File: src/rtl/mep_pkg.sv
package mep_pkg;

  typedef enum logic [1:0] {ST_IDLE, ST_SETTLE, ST_MEAS, ST_DONE} mep_state_e;
  typedef enum logic [1:0] {PH_BASE, PH_FIRST, PH_REV, PH_RUN} mep_phase_e;

  // Energy per operation is proportional to V/N. Candidate beats best when
  // cand_v/cand_n < best_v/best_n, evaluated without division.
  function automatic logic lower_energy(input logic [31:0] cand_v, input logic [31:0] cand_n,
                                        input logic [31:0] best_v, input logic [31:0] best_n);
    logic [63:0] lhs;
    logic [63:0] rhs;
    lhs = 64'(cand_v) * 64'(best_n);
    rhs = 64'(best_v) * 64'(cand_n);
    return lhs < rhs;
  endfunction

endpackage

File: src/rtl/mep_settle_timer.sv
module mep_settle_timer #(
  parameter int W = 4
) (
  input  logic         clk,
  input  logic         rst_n,
  input  logic         load,
  input  logic [W-1:0] len,
  output logic         expired
);
  logic [W-1:0] cnt;

  always_ff @(posedge clk or negedge rst_n) begin
    if (!rst_n)          cnt <= '0;
    else if (load)       cnt <= len;
    else if (cnt != '0)  cnt <= cnt - 1'b1;
  end

  assign expired = (cnt == '0);

  // a running settle count drops by one each cycle
  assert_timer_decrement_R3: assert property (@(posedge clk) disable iff (!rst_n)
    (!load && cnt != '0) |=> (cnt == $past(cnt) - 1'b1));
endmodule

File: src/rtl/mep_energy_cmp.sv
module mep_energy_cmp #(
  parameter int CODE_W = 4,
  parameter int CNT_W  = 12
) (
  input  logic [CODE_W-1:0] cand_v,
  input  logic [CNT_W-1:0]  cand_n,
  input  logic [CODE_W-1:0] best_v,
  input  logic [CNT_W-1:0]  best_n,
  output logic              lower
);
  assign lower = mep_pkg::lower_energy(32'(cand_v), 32'(cand_n), 32'(best_v), 32'(best_n));
endmodule

File: src/rtl/mep_search.sv
module mep_search #(
  parameter int CODE_W    = 4,
  parameter int CNT_W     = 12,
  parameter int SETTLE_W  = 4,
  parameter int CODE_MIN  = 4,
  parameter int CODE_MAX  = 10,
  parameter int INIT_CODE = 7
) (
  input  logic                clk,
  input  logic                rst_n,
  input  logic                start,
  input  logic [SETTLE_W-1:0] settle_len,
  input  logic                meas_done,
  input  logic [CNT_W-1:0]    meas_count,
  output logic [CODE_W-1:0]   vcode,
  output logic                meas_req,
  output logic                done,
  output logic [CODE_W-1:0]   mep_code
);
  import mep_pkg::*;

  localparam logic [CODE_W-1:0] LO   = CODE_W'(CODE_MIN);
  localparam logic [CODE_W-1:0] HI   = CODE_W'(CODE_MAX);
  localparam logic [CODE_W-1:0] INIT = CODE_W'(INIT_CODE);

  mep_state_e          state;
  mep_phase_e          phase, nxt_phase;
  logic                dir_up, nxt_dir;
  logic [CODE_W-1:0]   code, nxt_code, start_code, best_v, mep_q, fin_code;
  logic [CNT_W-1:0]    best_n;

  // named events
  logic accept_start, meas_evt, enter_settle, finish, take_best, run_step;
  logic better, settled, at_min, at_max;

  assign accept_start = start && (state == ST_IDLE || state == ST_DONE);
  assign meas_evt     = meas_done && (state == ST_MEAS);
  assign at_min       = (code == LO);
  assign at_max       = (code == HI);

  mep_energy_cmp #(.CODE_W(CODE_W), .CNT_W(CNT_W)) u_cmp (
    .cand_v(code), .cand_n(meas_count), .best_v(best_v), .best_n(best_n), .lower(better)
  );

  mep_settle_timer #(.W(SETTLE_W)) u_timer (
    .clk(clk), .rst_n(rst_n), .load(enter_settle), .len(settle_len), .expired(settled)
  );

  always_comb begin
    nxt_code     = code;
    nxt_phase    = phase;
    nxt_dir      = dir_up;
    enter_settle = 1'b0;
    finish       = 1'b0;
    take_best    = 1'b0;
    run_step     = 1'b0;
    fin_code     = code;
    if (accept_start) begin
      nxt_phase    = PH_BASE;
      enter_settle = 1'b1;
    end else if (meas_evt) begin
      unique case (phase)
        PH_BASE: begin
          take_best = 1'b1;
          if (!at_min) begin
            nxt_code = code - 1'b1; nxt_phase = PH_FIRST; nxt_dir = 1'b0; enter_settle = 1'b1;
          end else if (!at_max) begin
            nxt_code = code + 1'b1; nxt_phase = PH_REV; nxt_dir = 1'b1; enter_settle = 1'b1;
          end else begin
            finish = 1'b1; fin_code = code;
          end
        end
        PH_FIRST: begin
          if (better) begin
            take_best = 1'b1;
            if (!at_min) begin
              nxt_code = code - 1'b1; nxt_phase = PH_RUN; enter_settle = 1'b1;
            end else begin
              finish = 1'b1; fin_code = code;
            end
          end else if (start_code != HI) begin
            nxt_code = start_code + 1'b1; nxt_phase = PH_REV; nxt_dir = 1'b1; enter_settle = 1'b1;
          end else begin
            finish = 1'b1; fin_code = start_code;
          end
        end
        PH_REV: begin
          if (better) begin
            take_best = 1'b1;
            if (!at_max) begin
              nxt_code = code + 1'b1; nxt_phase = PH_RUN; enter_settle = 1'b1;
            end else begin
              finish = 1'b1; fin_code = code;
            end
          end else begin
            finish = 1'b1; fin_code = start_code;
          end
        end
        default: begin
          if (better) begin
            take_best = 1'b1;
            if (dir_up ? !at_max : !at_min) begin
              nxt_code = dir_up ? code + 1'b1 : code - 1'b1;
              enter_settle = 1'b1;
              run_step = 1'b1;
            end else begin
              finish = 1'b1; fin_code = code;
            end
          end else begin
            finish = 1'b1; fin_code = best_v;
          end
        end
      endcase
      if (finish) nxt_code = fin_code;
    end
  end

  always_ff @(posedge clk or negedge rst_n) begin
    if (!rst_n) begin
      state      <= ST_IDLE;
      phase      <= PH_BASE;
      dir_up     <= 1'b0;
      code       <= INIT;
      start_code <= INIT;
      best_v     <= INIT;
      best_n     <= '0;
      mep_q      <= INIT;
    end else begin
      code   <= nxt_code;
      phase  <= nxt_phase;
      dir_up <= nxt_dir;
      if (take_best) begin
        best_v <= code;
        best_n <= meas_count;
      end
      if (accept_start) start_code <= code;
      if (finish) mep_q <= fin_code;
      unique case (state)
        ST_IDLE, ST_DONE: if (accept_start) state <= ST_SETTLE;
        ST_SETTLE:        if (settled) state <= ST_MEAS;
        default:          if (meas_evt) state <= finish ? ST_DONE : ST_SETTLE;
      endcase
    end
  end

  assign vcode    = code;
  assign meas_req = (state == ST_MEAS);
  assign done     = (state == ST_DONE);
  assign mep_code = mep_q;

  // supply code stays inside the allowed window
  assert_code_range_R7: assert property (@(posedge clk) disable iff (!rst_n)
    (vcode >= LO) && (vcode <= HI));
  // request held until answered
  assert_req_hold_R3: assert property (@(posedge clk) disable iff (!rst_n)
    (meas_req && !meas_done) |=> meas_req);
  // code does not move while a measurement is pending
  assert_code_stable_R3: assert property (@(posedge clk) disable iff (!rst_n)
    meas_req |-> $stable(vcode));
  // a continuing step moves exactly one code
  assert_run_step_R6: assert property (@(posedge clk) disable iff (!rst_n)
    run_step |=> (vcode == $past(vcode) + 1'b1) || (vcode == $past(vcode) - 1'b1));
  // result and driven code agree once finished
  assert_done_code_R8: assert property (@(posedge clk) disable iff (!rst_n)
    done |-> (vcode == mep_code));
  // no request outstanding when finished
  assert_done_noreq_R8: assert property (@(posedge clk) disable iff (!rst_n)
    done |-> !meas_req);
endmodule

File: config.mk
export PLATFORM = sky130hd
export DESIGN_NAME = mep_search
export DESIGN_NICKNAME = d
export VERILOG_FILES = /design/src/rtl/mep_pkg.sv /design/src/rtl/mep_settle_timer.sv /design/src/rtl/mep_energy_cmp.sv /design/src/rtl/mep_search.sv
export SDC_FILE = /design/constraint.sdc
export NUM_CORES = 1
export LEC_CHECK = 0
export BUFFER_PORTS_ARGS = -buffer_cell sky130_fd_sc_hd__buf_4
export CORE_UTILIZATION = 33
export CTS_BUF_LIST = sky130_fd_sc_hd__clkbuf_2
export DETAILED_ROUTE_END_ITERATION = 12
export PLACE_DENSITY = 0.46
export SETUP_SLACK_MARGIN = 0.1
export SLEW_MARGIN = 30
export SYNTH_ARGS = -nofsm -noshare
export SYNTH_HDL_FRONTEND = slang
export SYNTH_SLANG_ARGS = --single-unit
export TNS_END_PERCENT = 1
File: constraint.sdc
create_clock -name clk -period 5.75 [get_ports clk]
set_clock_uncertainty 0.2 [all_clocks]
set_input_delay 0.2875 -clock clk [delete_from_list [all_inputs] [get_ports clk]]
set_output_delay 0.2875 -clock clk [all_outputs]
set_load 0.02 [all_outputs]
After elaboration in Yosys (flattened, before gate mapping). Index checks and enable logic that the tools add are counted.

Register bits after elaboration: 37. Input port bits: 20. Output and inout port bits: 10. Word-level logic and storage cells: 128.

Add/sub/neg operators: 4. $mul: 2. Magnitude comparators: 1. Equality and inequality tests: 21. Multiplexer cells: 69. Bitwise operators: 1. Reductions and logical operators: 21.

Operator list (number): 2-to-1 mux 4 bit (18); multiplier 4 x 12 -> 16 bit (2); 2-to-1 mux 1 bit (31); 2-to-1 mux 2 bit (13); inequality test 4 bit, second input constant (6); case mux 4 bit (3 select lines) (2); < comparator 16 bit (1); AND reduction 7 bit (2); inequality test 3 bit, second input constant (4); nonzero test 4 bit (3); adder 4 x 1 -> 4 bit, second input constant (2); inequality test 2 bit, second input constant (4); subtractor 4 x 1 -> 4 bit, second input constant (2); equality test 2 bit, second input constant (3); case mux 1 bit (3 select lines) (2); case mux 2 bit (3 select lines) (1); AND reduction 6 bit (1); nonzero test 2 bit (3); nonzero test 5 bit (1); equality test 2 x 1 -> 1 bit, second input constant (2); equality test 4 x 3 -> 1 bit, second input constant (1); equality test 4 bit, second input constant (1); zero test 2 bit (2); zero test 4 bit (1); 9 further kinds (11).

Longest topological paths before layout.
Depth after elaboration: 13. Mapped depth: 27. Mapped depth without buffers: 23.

By module. From an unflattened synthesis, not the netlist that was laid out.

Cell total of the unflattened synthesis: 664. Area total of the unflattened synthesis: 5796.8 µm².

By module, submodules not included: mep_energy_cmp (instances 1, cells each 415, area an instance 3249.4 µm², sequential area each 0.0 µm²); mep_search (instances 1, cells each 226, area an instance 2314.7 µm², sequential area each 840.8 µm²); mep_settle_timer (instances 1, cells each 23, area an instance 232.7 µm², sequential area each 100.1 µm²).

Least setup slack after synthesis. Ideal clock, no wire load.

Kind: reg-to-reg. Start point: reg code[2] (netlist: vcode[2]). End point: reg u_timer.cnt[0]. Library setup time: 0.128 ns. Data arrival time: 5.639 ns. Slack: -0.216 ns. Stages on the path, launching flop included: 23. Buffers on the path: 2. Cell sequence: dfstp_2 clkbuf_1 clkbuf_1 nand2_1 fa_1 fa_1 inv_1 ha_1 a211o_1 a21oi_1 o21ai_1 a41o_1 o41ai_2 o21bai_1 a21oi_1 xnor2_1 ha_1 o21a_1 o211ai_1 o21ai_4 o311a_1 o21ai_2 mux2_1.

Longest elaborated chain between the ends: 9.

RTL lines: from (decl) (line mep_search.sv:29) `logic [CODE_W-1:0] code, nxt_code, start_code, best_v, mep_q, fin_code;`; from (signal assigned) (line mep_search.sv:129) `code <= nxt_code;`; branches (longest 5 deep; another with multiplier 4 x 12 -> 16 bit); case mux 1 bit (3 select lines) * (line mep_search.sv:62) `unique case (phase)`; 2-to-1 mux 1 bit * (line mep_search.sv:61) `end else if (meas_evt) begin`; 2-to-1 mux 1 bit * (line mep_search.sv:58) `if (accept_start) begin`; 2-to-1 mux 4 bit or nonzero test 2 bit (tied branches); to (signal assigned) (line mep_settle_timer.sv:14) `else if (load) cnt <= len;`; to (signal assigned) (line mep_settle_timer.sv:15) `else if (cnt != '0) cnt <= cnt - 1'b1;`; to (decl) (line mep_settle_timer.sv:10) `logic [W-1:0] cnt;`.

Every way passes the cells marked *. A chain may end at the register's enable or synchronous reset.

Worst setup path after layout.
Start point: reg best_n[2]. End point: reg u_timer.cnt[1].

Longest elaborated chain between the ends: 7.

RTL lines: from (decl) (line mep_search.sv:30) `logic [CNT_W-1:0] best_n;`; from (signal assigned) (line mep_search.sv:134) `best_n <= meas_count;`; multiplier 4 x 12 -> 16 bit * (line mep_pkg.sv:12) `lhs = 64'(cand_v) * 64'(best_n);`; < comparator 16 bit * (line mep_pkg.sv:14) `return lhs < rhs;`; 2-to-1 mux 1 bit (on tied branches) (line mep_search.sv:100, mep_search.sv:74, mep_search.sv:88); case mux 1 bit (3 select lines) * (line mep_search.sv:62); 2-to-1 mux 1 bit * (line mep_search.sv:61); 2-to-1 mux 1 bit * (line mep_search.sv:58); 2-to-1 mux 4 bit or nonzero test 2 bit (tied branches).

Every way passes the cells marked *; elsewhere a longest branch is shown, timed or not.

==> out/metrics.yaml <==
final_layout:
  drive_above_1_share_pct: 18.9
  area_growth_pct: 20.4
  post-route-util_pct: 40.8
  final_net_count: 885
  diodes: 0
floorplan:
  die_height_microns: 133
  rows: 47
  io_pins: 30
  core-area_sq_um: 16600
  die-area_sq_um: 17600
  die_w_microns: 133
  initial_core_util_pct: 33.9
yosys:
  synth.distinct_cells: 62
  synth_cells: 671
  synth-edff-count: 0
  synth_warnings: 0
  ys_seq_area_share_pct: 16.7
  synth_area_sq_um: 5650
  synth-main-ff-cell: "dfrtp_1"
  synth_nets: 801
  synth_seq_cells: 37
  synth.avg_cell_area_sq_um: 8.41
  async_flop_share_pct: 100
worst_hold_path:
  hp-class: "in -> reg"
clocking:
  clkTransAtPathRegs_ns: 0.21
  cts_buffers: 5
  clockBufferDepth: 2
  clk_latency_ns: 0.44
  cts_max_level: 2
  root_buffer: "clkbuf_2"
  clock-sinks: 37
  cts_tree: "yes"
grt:
  overflow: 0
  antenna_found_initial: 0
  grt_pass1_vias: 4942
  grt.total_usage_pct: 17.9
  grt_max_degree: 38
  grt_pass1_wl_microns: 25300
drt:
  wl_microns: 14700
  ant_nets: 0
  firstDrtPassIters: 5
  drcViolationCount: 0
  drt_iter0_drc: 256
  wire_per_inst_microns: 15.0
  via_per_inst: 4.95
  vias: 4832
placement:
  port_buffers: 29
  gp_congestion: 0.835
  dp_hpwl_microns: 11800
worst_setup_path:
  worstPathArrival_ns: 5.82
  crit_type: "reg -> reg"
  path_buf_inv: 3
  rr_worst_depth: 23
  reg2reg_from: "best_n[2]$_DFFE_PN0P_"
  cp_cell_sequence: "and2_4 > fa_1 > inv_2 > fa_1 > inv_2 > ha_4 > nor2b_1 > o21a_1 > o21a_1 > o211a_1 > o21a_1 > o21a_1 > o41ai_2 > xnor2_1 > ha_1 > o21a_1 > o211ai_1 > buf_4 > o21ai_4 > o21a_1 > o311a_1 > o21ai_4 > mux2_4"
  crit_required_ns: 5.89
  crit_path_start_kind: "register"
  worstSetupStartpoint: "best_n[2]$_DFFE_PN0P_"
  critical_path.max_stage_delay_ns: 0.51
  slowest_stage: "fa_1"
  critPathMaxFanout: 6
  path_depth: 23
  end_kind: "register"
  rr_endpoint: "u_timer.cnt[1]$_DFFE_PN0P_"
  path_common_cell: "o21a_1"
  r2r_slack_ns: 0.07
  cp-endpoint: "u_timer.cnt[1]$_DFFE_PN0P_"
  crit_family: "compound AO/OA/AOI/OAI gates"
sta:
  fin_crit_sh_pct: 98.8
  setup_viol: 0
  grt_setup_unrepaired: "yes"
  finalSetupTns_ns: 0
  worst_slew_pin_slew_ns: 0.722
  finalMaxSlewViolations: 0
  fmax_mhz: 176
  final.min_clock_period_ns: 5.68
  slew_headroom_pct: 51.9
  hold_violations: 0
job:
  drv_cap: 0
outcome:
  outcome: "completed"
-- worst min-delay path by stage --
stage | startpoint | endpoint | cells after the start
2_1_floorplan | rst_n | best_n[0]$_DFFE_PN0P_ | 0
3_3_place_gp | rst_n | state[1]$_DFFE_PN0P_ | 1
3_5_place_dp | rst_n | state[0]$_DFFE_PN0P_ | 1
4_1_cts | meas_count[0] | best_n[0]$_DFFE_PN0P_ | 3
5_1_grt | meas_done | phase[1]$_DFFE_PN0P_ | 4
6_report | meas_done | phase[1]$_DFFE_PN0P_ | 4
-- layout make-up --
class,instances,area [sq um]
inverters,100,375
multi-input cells,510,4340
clock inverters,3,16.3
repair buffers,101,820
fillers,1720,9850
clock buffers,5,25.0
well taps,220,275
flip-flops and latches,37,942
-- routing by layer --
layer	share of wire [%]	routed length, microns	GRT usage [%]	vias to the layer above
met5	0	0	0	-
met2	43	6330	27.7	76
met1	53	7800	27.2	2350
met3	3.0	437	2.07	8
li1	-	-	-	2398
met4	0.60	88	2.49	0
-- worst min-delay path, delay by kind of cell --
| family | cells | cell delay (ns) |
|---|---|---|
| buffers and inverters | 2 | 0.26 |
| AOI/OAI and AO/OA | 1 | 0.05 |
| and+or+nand+nor | 1 | 0.11 |
-- sequential cells by signal (all words and copies together), names as in the netlist --
register     flops
mep_code         4
state            2
u_timer.cnt      4
dir_up           1
vcode            4
best_v           4
best_n          12
phase            2
start_code       4
-- what timing repair did --
action	in CTS	in global routing
setup buffers	4	0
pin swaps	17	3
setup endpoints to repair	27	32
hold buffers	17	1
endpoints found under the hold margin	53	1
resized for setup	19	7
gates cloned	1	0
-- synthesized netlist by cell type, drive strengths merged, types with 5 or more instances --
master  number  share of area (%)
a21oi       28                2.5
buf          9                1.1
nor3        15                1.3
a21o         8                1.1
xnor2       24                3.7
dfstp       12                5.6
nand3       17                1.6
clkbuf      16                1.1
nor2        33                2.2
a211o        5               0.78
mux2i        8                1.4
o21a         9                1.2
mux2        18                3.6
ha          70                 16
nand2       70                4.7
xor2         7                1.1
fa          40                 14
dfrtp       25                 11
and2        59                6.6
o21ai       35                3.4
inv        100                6.6
a211oi       6               0.98
-- through the flow --
step | hold slack [ns] | instances | setup WS [ns] | area (sq um)
floorplan | -0.208 | 671 | 0.0750 | 5750
global placement | 0.0853 | 945 | -0.0622 | 6450
detailed placement | 0.0869 | 945 | -0.117 | 6450
CTS | 0.000416 | 975 | 0.0706 | 6770
global route | 0.0386 | 976 | -0.246 | 6800
finish | 0.103 | 976 | 0.0694 | 6800
-- placed cells by master, fill, tap and decap left out, types with 5 or more instances in the layout --
cell type / n
dfrtp_1: 24
clkbuf_2: 5
a21o_1: 8
nand2_1: 69
mux2_1: 14
buf_4: 81
a21oi_1: 27
nand3_1: 16
dlygate4sd3_1: 18
o21a_1: 9
fa_1: 39
o21ai_1: 8
mux2i_1: 7
nor2_1: 31
nor3_1: 13
xor2_1: 7
and2_1: 55
o21ai_0: 24
inv_1: 96
ha_1: 67
dfstp_2: 12
xnor2_1: 23
a211o_1: 5
-- kinds of logic after synthesis --
logic type	count (synthesis)	synth area share, %
compound gates	126	16.0
buf+inv	125	8.82
xor+xnor	31	4.81
flops	37	16.7
fa+ha+maj	110	29.7
simple gates	216	18.9
mux	26	5.01
Power is not shown: default switching activity piles up to over one toggle a cycle in this logic, so the estimate is an artifact.
